[config.mk]
export PLATFORM = sky130hd
export DESIGN_NAME = pmc_filtered_counter
export DESIGN_NICKNAME = d
export VERILOG_FILES = /design/src/rtl/pmc_pkg.sv /design/src/rtl/pmc_mode_filter.sv /design/src/rtl/pmc_wrap_incr.sv /design/src/rtl/pmc_csr_merge.sv /design/src/rtl/pmc_filtered_counter.sv
export SDC_FILE = /design/constraint.sdc
export NUM_CORES = 1
export LEC_CHECK = 0
export ABC_CLOCK_PERIOD_IN_PS = 3600
export BUFFER_PORTS_ARGS = -buffer_cell sky130_fd_sc_hd__buf_4
export CAP_MARGIN = 20
export CORE_UTILIZATION = 35
export DETAILED_ROUTE_END_ITERATION = 16
export SETUP_SLACK_MARGIN = 0.3
export SLEW_MARGIN = 20
export SYNTH_ARGS = -nofsm -noshare
export SYNTH_HDL_FRONTEND = slang
export SYNTH_SLANG_ARGS = --single-unit
[constraint.sdc]
create_clock -name clk_i -period 3.6 [get_ports clk_i]
set_clock_uncertainty 0.1 [all_clocks]
set_input_delay 0.36 -clock clk_i [delete_from_list [all_inputs] [get_ports clk_i]]
set_output_delay 0.36 -clock clk_i [all_outputs]
set_load 0.03 [all_outputs]
[src/rtl/pmc_pkg.sv]
package pmc_pkg;

    typedef enum logic [1:0] {
        PRIV_USER  = 2'd0,
        PRIV_SUPER = 2'd1,
        PRIV_RSVD  = 2'd2,
        PRIV_MACH  = 2'd3
    } priv_e;

    typedef enum logic [1:0] {
        ADDR_CNT    = 2'd0,
        ADDR_CNT_HI = 2'd1,
        ADDR_SEL    = 2'd2,
        ADDR_SEL_HI = 2'd3
    } csr_addr_e;

    // Inhibit flag field: the five bits just below the overflow flag,
    // indexed here from the field's least significant bit.
    localparam int NUM_INH   = 5;
    localparam int INH_MACH  = 4;
    localparam int INH_SUP   = 3;
    localparam int INH_USR   = 2;
    localparam int INH_VSUP  = 1;
    localparam int INH_VUSR  = 0;

    // Number of low slot indices reserved for fixed counters.
    localparam int FIXED_SLOTS = 3;

endpackage

[src/rtl/pmc_mode_filter.sv]
module pmc_mode_filter
    import pmc_pkg::*;
(
    input  logic [NUM_INH-1:0] inh_i,
    input  logic [1:0]         priv_i,
    input  logic               virt_i,
    output logic               blocked_o
);

    priv_e level;

    always_comb begin
        level     = priv_e'(priv_i);
        blocked_o = 1'b0;
        unique case (level)
            PRIV_MACH:  blocked_o = inh_i[INH_MACH];
            PRIV_SUPER: blocked_o = virt_i ? inh_i[INH_VSUP] : inh_i[INH_SUP];
            PRIV_USER:  blocked_o = virt_i ? inh_i[INH_VUSR] : inh_i[INH_USR];
            default:    blocked_o = 1'b0;
        endcase
    end

endmodule

[src/rtl/pmc_wrap_incr.sv]
module pmc_wrap_incr #(
    parameter int HALF_W  = 32,
    parameter int NUM_SEG = 2
) (
    input  logic [NUM_SEG*HALF_W-1:0] val_i,
    output logic [NUM_SEG*HALF_W-1:0] sum_o,
    output logic                      wrap_o
);

    logic [NUM_SEG:0] carry;

    assign carry[0] = 1'b1;

    for (genvar s = 0; s < NUM_SEG; s++) begin : g_seg
        assign sum_o[s*HALF_W +: HALF_W] =
            val_i[s*HALF_W +: HALF_W] + {{(HALF_W-1){1'b0}}, carry[s]};
        assign carry[s+1] = carry[s] & (&val_i[s*HALF_W +: HALF_W]);
    end

    assign wrap_o = carry[NUM_SEG];

endmodule

[src/rtl/pmc_csr_merge.sv]
module pmc_csr_merge #(
    parameter int HALF_W = 32
) (
    input  logic                  split_i,
    input  logic                  lo_hit_i,
    input  logic                  hi_hit_i,
    input  logic [2*HALF_W-1:0]   wdata_i,
    input  logic [2*HALF_W-1:0]   cur_i,
    output logic [2*HALF_W-1:0]   next_o
);

    always_comb begin
        next_o = cur_i;
        if (lo_hit_i) begin
            if (split_i) begin
                next_o[HALF_W-1:0] = wdata_i[HALF_W-1:0];
            end else begin
                next_o = wdata_i;
            end
        end else if (hi_hit_i) begin
            next_o[2*HALF_W-1:HALF_W] = wdata_i[HALF_W-1:0];
        end
    end

endmodule

[src/rtl/pmc_filtered_counter.sv]
module pmc_filtered_counter
    import pmc_pkg::*;
#(
    parameter int                  HALF_W     = 32,
    parameter int                  NUM_SLOTS  = 32,
    parameter int                  SLOT_IDX   = 3,
    parameter logic [NUM_SLOTS-1:0] AVAIL_MASK = NUM_SLOTS'(8)
) (
    input  logic                  clk_i,
    input  logic                  rst_ni,
    input  logic                  tick_i,
    input  logic                  halt_i,
    input  logic [1:0]            priv_i,
    input  logic                  virt_i,
    input  logic                  split_mode_i,
    input  logic                  csr_we_i,
    input  logic [1:0]            csr_addr_i,
    input  logic [2*HALF_W-1:0]   csr_wdata_i,
    output logic [2*HALF_W-1:0]   csr_rdata_o,
    input  logic                  irq_ack_i,
    output logic                  irq_o
);

    localparam int CNT_W   = 2 * HALF_W;
    localparam int OVF_POS = CNT_W - 1;
    localparam int NUM_REG = 2;   // 0: count, 1: selector

    function automatic bit slot_usable();
        bit ok;
        ok = 1'b0;
        for (int i = FIXED_SLOTS; i < NUM_SLOTS; i++) begin
            if (i == SLOT_IDX && AVAIL_MASK[i]) ok = 1'b1;
        end
        return ok;
    endfunction

    localparam bit SLOT_OK = slot_usable();

    typedef struct packed {
        logic [CNT_W-1:0] cnt;
        logic [CNT_W-1:0] sel;
        logic             pend;
    } state_t;

    state_t state_d, state_q;

    logic [CNT_W-1:0]   cnt_q;
    logic [CNT_W-1:0]   sel_q;
    logic [CNT_W-1:0]   inc_sum;
    logic               inc_wrap;
    logic               mode_blocked;
    logic               count_en;
    logic               fresh_ovf;
    logic               cnt_wr;
    logic               sel_wr;
    logic [NUM_REG-1:0] lo_hit;
    logic [NUM_REG-1:0] hi_hit;
    logic [CNT_W-1:0]   reg_cur  [NUM_REG];
    logic [CNT_W-1:0]   reg_next [NUM_REG];
    csr_addr_e          addr;

    assign cnt_q = state_q.cnt;
    assign sel_q = state_q.sel;
    assign addr  = csr_addr_e'(csr_addr_i);

    assign reg_cur[0] = cnt_q;
    assign reg_cur[1] = sel_q;

    assign lo_hit[0] = csr_we_i && (addr == ADDR_CNT);
    assign hi_hit[0] = csr_we_i && (addr == ADDR_CNT_HI);
    assign lo_hit[1] = csr_we_i && (addr == ADDR_SEL);
    assign hi_hit[1] = csr_we_i && (addr == ADDR_SEL_HI);

    assign cnt_wr = lo_hit[0] | hi_hit[0];
    assign sel_wr = lo_hit[1] | hi_hit[1];

    for (genvar g = 0; g < NUM_REG; g++) begin : g_reg_port
        pmc_csr_merge #(
            .HALF_W (HALF_W)
        ) merge_i (
            .split_i  (split_mode_i),
            .lo_hit_i (lo_hit[g]),
            .hi_hit_i (hi_hit[g]),
            .wdata_i  (csr_wdata_i),
            .cur_i    (reg_cur[g]),
            .next_o   (reg_next[g])
        );
    end

    pmc_mode_filter filter_i (
        .inh_i     (sel_q[OVF_POS-1 -: NUM_INH]),
        .priv_i    (priv_i),
        .virt_i    (virt_i),
        .blocked_o (mode_blocked)
    );

    pmc_wrap_incr #(
        .HALF_W  (HALF_W),
        .NUM_SEG (2)
    ) incr_i (
        .val_i  (cnt_q),
        .sum_o  (inc_sum),
        .wrap_o (inc_wrap)
    );

    // Next-state computation
    always_comb begin
        state_d   = state_q;
        count_en  = tick_i && SLOT_OK && !halt_i && !mode_blocked && !cnt_wr;
        fresh_ovf = count_en && inc_wrap && !sel_q[OVF_POS];

        if (cnt_wr) begin
            state_d.cnt = reg_next[0];
        end else if (count_en) begin
            state_d.cnt = inc_sum;
        end

        if (sel_wr) begin
            state_d.sel = reg_next[1];
        end else if (fresh_ovf) begin
            state_d.sel[OVF_POS] = 1'b1;
        end

        if (fresh_ovf) begin
            state_d.pend = 1'b1;
        end else if (irq_ack_i) begin
            state_d.pend = 1'b0;
        end
    end

    // Read mux
    always_comb begin
        csr_rdata_o = '0;
        unique case (addr)
            ADDR_CNT: begin
                if (split_mode_i) csr_rdata_o[HALF_W-1:0] = cnt_q[HALF_W-1:0];
                else              csr_rdata_o = cnt_q;
            end
            ADDR_CNT_HI: csr_rdata_o[HALF_W-1:0] = cnt_q[CNT_W-1:HALF_W];
            ADDR_SEL: begin
                if (split_mode_i) csr_rdata_o[HALF_W-1:0] = sel_q[HALF_W-1:0];
                else              csr_rdata_o = sel_q;
            end
            ADDR_SEL_HI: csr_rdata_o[HALF_W-1:0] = sel_q[CNT_W-1:HALF_W];
            default: csr_rdata_o = '0;
        endcase
    end

    always_ff @(posedge clk_i or negedge rst_ni) begin
        if (!rst_ni) begin
            state_q <= '0;
        end else begin
            state_q <= state_d;
        end
    end

    assign irq_o = state_q.pend;

endmodule

# After elaboration in Yosys (flattened, before gate mapping)

Index checks and enable logic that the tools add are counted.

Add/subtract/negate cells: 2
Multiplexer cells: 19
Equality and inequality tests: 11
Bitwise operators: 3
Reductions and logical operators: 26

Operators with widths:

| operator                                               | number |
|---|---|
| two-way mux 32 bit                                     | 8 |
| two-way mux 64 bit                                     | 2 |
| one-hot mux 32 bit (4 select lines)                    | 1 |
| one-hot mux 32 bit (2 select lines)                    | 1 |
| AND reduction 32 bit                                   | 2 |
| adder 32 x 1 -> 32 bit                                 | 1 |
| adder 32 x 1 -> 32 bit (second input constant)         | 1 |
| logical AND 1 bit                                      | 9 |
| AND reduction 3 bit                                    | 3 |
| nonzero test 2 bit                                     | 4 |
| == test 2 bit (second input constant)                  | 3 |
| two-way mux 1 bit                                      | 6 |
| inequality test 3 x 1 -> 1 bit (second input constant) | 2 |
| inequality test 3 bit (second input constant)          | 2 |
| == test 2 x 1 -> 1 bit (second input constant)         | 2 |
| zero test 1 bit                                        | 4 |
| zero test 2 bit                                        | 2 |
| AND reduction 2 bit                                    | 2 |
| one-hot mux 1 bit (3 select lines)                     | 1 |
| inequality test 2 x 1 -> 1 bit (second input constant) | 1 |
| inequality test 2 bit (second input constant)          | 1 |
| OR 1 bit                                               | 2 |
| AND 1 bit                                              | 1 |

Word-level logic and storage cells: 67
Output and inout bits: 65
Register bits: 129

# Longest topological paths before layout

Depth after elaboration: 9
Gate-level depth with buffers: 15

# Modules after synthesis

A second synthesis with hierarchy kept.

Cells, all modules: 1096
Area total of the unflattened synthesis: 11220.8 um^2

By module, submodules not included:

| module               | seq. area each (um^2) | cells each | area an instance (um^2) | instances |
|---|---|---|---|---|
| pmc_filtered_counter | 3228.1                | 610        | 6586.3                  | 1 |
| pmc_csr_merge        | 0.0                   | 143        | 1621.6                  | 2 |
| pmc_wrap_incr        | 0.0                   | 195        | 1348.8                  | 1 |
| pmc_mode_filter      | 0.0                   | 5          | 42.5                    | 1 |

# Least setup slack after synthesis

Ideal clock, no wire load.

Path type: reg-to-reg
Start: register state_q (netlist bit cnt_q[0])
End: register state_q (netlist bit cnt_q[60])
Period minus slack after synthesis: 3.330 ns
Required time: 3.374 ns
Stages on the path, launching flop included: 15
Data arrival time: 3.103 ns
Library setup time: 0.126 ns
Setup slack: 0.270 ns
Buffers on the path: 2
Cell sequence: dfrtp_1 -> ha_1 -> nand4_1 -> nor4_1 -> buf_2 -> nand4_1 -> inv_1 -> ha_1 -> ha_1 -> nand3_1 -> or4_1 -> buf_2 -> or2_0 -> o32ai_2 -> a21oi_1

Longest elaborated chain between the ends: 4

Ends and longest elaborated chain:

| what                   | line                        | text |
|---|---|---|
| start, declared        | pmc_filtered_counter.sv:45  | `state_t state_d, state_q;` |
| start signal, assigned | pmc_filtered_counter.sv:153 | `state_q <= state_d;` |
| AND reduction 32 bit   | pmc_wrap_incr.sv:17         | `assign carry[s+1] = carry[s] & (&val_i[s*HALF_W +: HALF_W]);` |
| adder 32 x 1 -> 32 bit | pmc_wrap_incr.sv:16         | `val_i[s*HALF_W +: HALF_W] + {{(HALF_W-1){1'b0}}, carry[s]};` |
| two-way mux 64 bit     | pmc_filtered_counter.sv:114 | `end else if (count_en) begin` |
| two-way mux 64 bit     | pmc_filtered_counter.sv:112 | `if (cnt_wr) begin` |

No other way between the ends. The select of a mux whose other input is x is not followed.
A chain may end at the register's enable or synchronous reset.

# Final worst setup path

Start: register state_q (netlist bit cnt_q[1])
End: register state_q (netlist bit cnt_q[54])

The elaborated chain is that of the path after synthesis.

==> impl_metrics.toml <==
[outcome]
outcome = "finished clean"

[synthesis]
async_reset_ff_share_pct = 100.0
synth_top_cell_by_area = "dfrtp_1"
synth_warnings = 0
synth-seq-area-share_pct = 37.79
netlist_area_sq_um = 8543
syn_nets = 968
netlist_top_cells_area = "dfrtp_1 (38%), mux2i_1 (9.1%), mux4_2 (8.2%), mux2_2 (6.5%), a21oi_1 (4.9%)"
netlist_instances = 889
synth.distinct_cells = 60
ys_seq_elements = 129
synthDominantCellAreaShare_pct = 37.79
synth-edff-count = 0
synth_ff_type = "dfrtp_1"
synth.avg_cell_area_sq_um = 9.610

[grt]
grt_pass1_vias = 7392
grt_start_max_net_pins = 74
track_usage_pct = 21.43
grt_pass1_wl_mm = 41.11
gr-total-overflow = 0
antenna_found_initial = 0

[worst_setup_path]
timing.critical_path.required_ns = 3.84
critical_path_arrival_ns = 3.39
critPathTopFamily = "simple AND/OR/NAND/NOR gates"
crit_type = "reg2reg"
cp_max_fo = 5
cpMostUsedCell = "ha_4"
startpoint_type = "register"
cpPeakStageDelay_ns = 0.56
crit_buf_inv = 2
slowest_stage = "or4_4"
worstPathCellList = "ha_4 > nand4_1 > nor4_4 > nand4_1 > inv_2 > ha_4 > ha_4 > nand3_2 > or4_4 > buf_4 > o31ai_1 > a21oi_1 > a21oi_1"
path_depth = 13
endpoint_kind = "register"
rr_worst_depth = 13

[placed_design]
dp.cells = 1295
dpl.hpwl_mm = 18.22
gp_congestion = 0.8260
port_buffers = 140

[die]
start_util_pct = 36.07
row_count = 56
ios = 141
dieArea_sq_um = 25040
core_sq_um = 23680
die_w_um = 158.2
die_h_um = 158.2

[clocking]
cts_max_path_buffers = 2
clock-sinks = 129
clk_pin_slew_worst_paths_ns = 0.06
cts_tree = "built"
clock_latency_ns = 0.42
htree_levels = 4
cts_root_buf = "clkbuf_16"
cts_inserted_buffers = 17

[sta]
slew_viol_final = 0
rsz0062_at_grt = "true"
min_period_over_period_pct = 87.27
worst_pin_slew_ns = 0.8551
slew-limit-headroom_pct = 42.99
hold_violations = 0
tns_ns = 0
maxClockFrequency_mhz = 318.3
min_period_ns = 3.142
setup_viol = 0

[final_layout]
syn_to_final_growth_pct = 24.40
final_cell_mix = "buf_4 (169), dfrtp_1 (128), nand2_1 (85)"
mostFrequentLayoutCell = "buf_4"
nNetsFinal = 1082
multi_input_area_sq_um = 4994
layout-drive-gt1-share_pct = 30.31
n_antenna_cell = 0
fillers = 2359
fin_util_pct = 44.88
seq_area_sq_um = 3229
final_cells = 1335

[drt]
ant_nets = 0
drt_wl_total_mm = 25.86
drt-pass1-iter-count = 4
drt_iter0_markers = 601
vias = 7606
wl_per_cell_um = 19.37
viasPerCell = 5.697
drcViolationCount = 0

[hold_path]
holdPathStages = 2
hp-class = "in2reg"

[flow_run]
maxCapViolations = 0

[pwr]
ir_drop_uv = 327.0
power_density_nw_per_um2 = 543.1
leakagePower_uw = 0.004650
==> synthesized netlist by cell type (8+ instances only) <==
master / instances
a21oi_1: 83
o22a_1: 8
buf_1: 14
dfrtp_1: 129
inv_1: 8
mux2i_1: 78
o22ai_1: 31
nor2_1: 59
o21ai_0: 65
clkbuf_1: 33
nand3_1: 32
mux2_2: 49
o31ai_1: 8
mux4_2: 31
buf_2: 22
nor3_1: 20
nand4_1: 21
and4_1: 8
nand2_1: 85
a2bb2oi_1: 11
==> final timing paths <==
kind | start | slack (ns) | endpoint
setup / recovery | cnt_q[1] | 0.46 | cnt_q[54]
hold / removal | csr_wdata_i[6] | 0.10 | sel_q[6]
setup reg to reg | cnt_q[1] | 0.46 | cnt_q[54]
hold reg to reg | sel_q[14] | 0.40 | sel_q[14]
max in group asynchronous | rst_ni | 2.20 | cnt_q[25]
min in group asynchronous | rst_ni | 0.38 | sel_q[36]
==> metrics by stage <==
stage          setup WS, ns  hold slack, ns  power (uW)  cell area (sq um)
2_1_floorplan        0.3213        -0.03559        3246               8549
6_report             0.4584          0.1046        5772              10630
3_5_place_dp        0.03504          0.3109        3888               9867
3_3_place_gp         0.1814          0.3109        3863               9864
4_1_cts              0.3335         0.08902        5770              10540
5_1_grt              0.2392         0.09612        6077              10630
==> flip-flops by register name (all words and copies together), names as in the netlist <==
signal and cells:
irq_o 1, sel_q 64, cnt_q 64
==> final cells by class <==
| cell class | count | share of cell area [%] |
|---|---|---|
| inverters | 8 | 0.2826 |
| multi-input cells | 674 | 46.99 |
| clock buffers | 25 | 4.850 |
| repair buffers | 173 | 12.60 |
| well taps | 319 | 3.756 |
| flip-flops and latches | 129 | 30.39 |
| clock inverters | 7 | 1.142 |
==> where the power goes <==
group / switching (uW) / total (uW) / internal [uW]
Clock: 651 / 1850 / 1200
Sequential: 401 / 2170 / 1770
Combinational: 946 / 1750 / 802
==> logic make-up after synthesis <==
family                     share of synthesized area (%)
and+or+nand+nor                                    15.04
AOI/OAI and AO/OA                                  17.81
DFF                                                37.79
adders and majority gates                         0.4394
buffers and inverters                              4.848
muxes                                              24.08
==> layer usage <==
layer | track usage, % | up-vias | routed length [um]
met5 | 0 | - | 0
met4 | 5.632 | 0 | 307
met3 | 3.559 | 20 | 1616
met2 | 32.35 | 266 | 11570
met1 | 31.52 | 3722 | 12360
li1 | - | 3598 | -
==> what timing repair did <==
item | CTS | global route
pin swaps | 2 | 5
hold endpoints to repair | 41 | 0
resized for setup | 4 | 10
endpoints found under the setup margin | 5 | 11
hold buffers | 1 | 0
setup buffers | 1 | 6
Note: power is estimated with default switching activity, not from simulation.
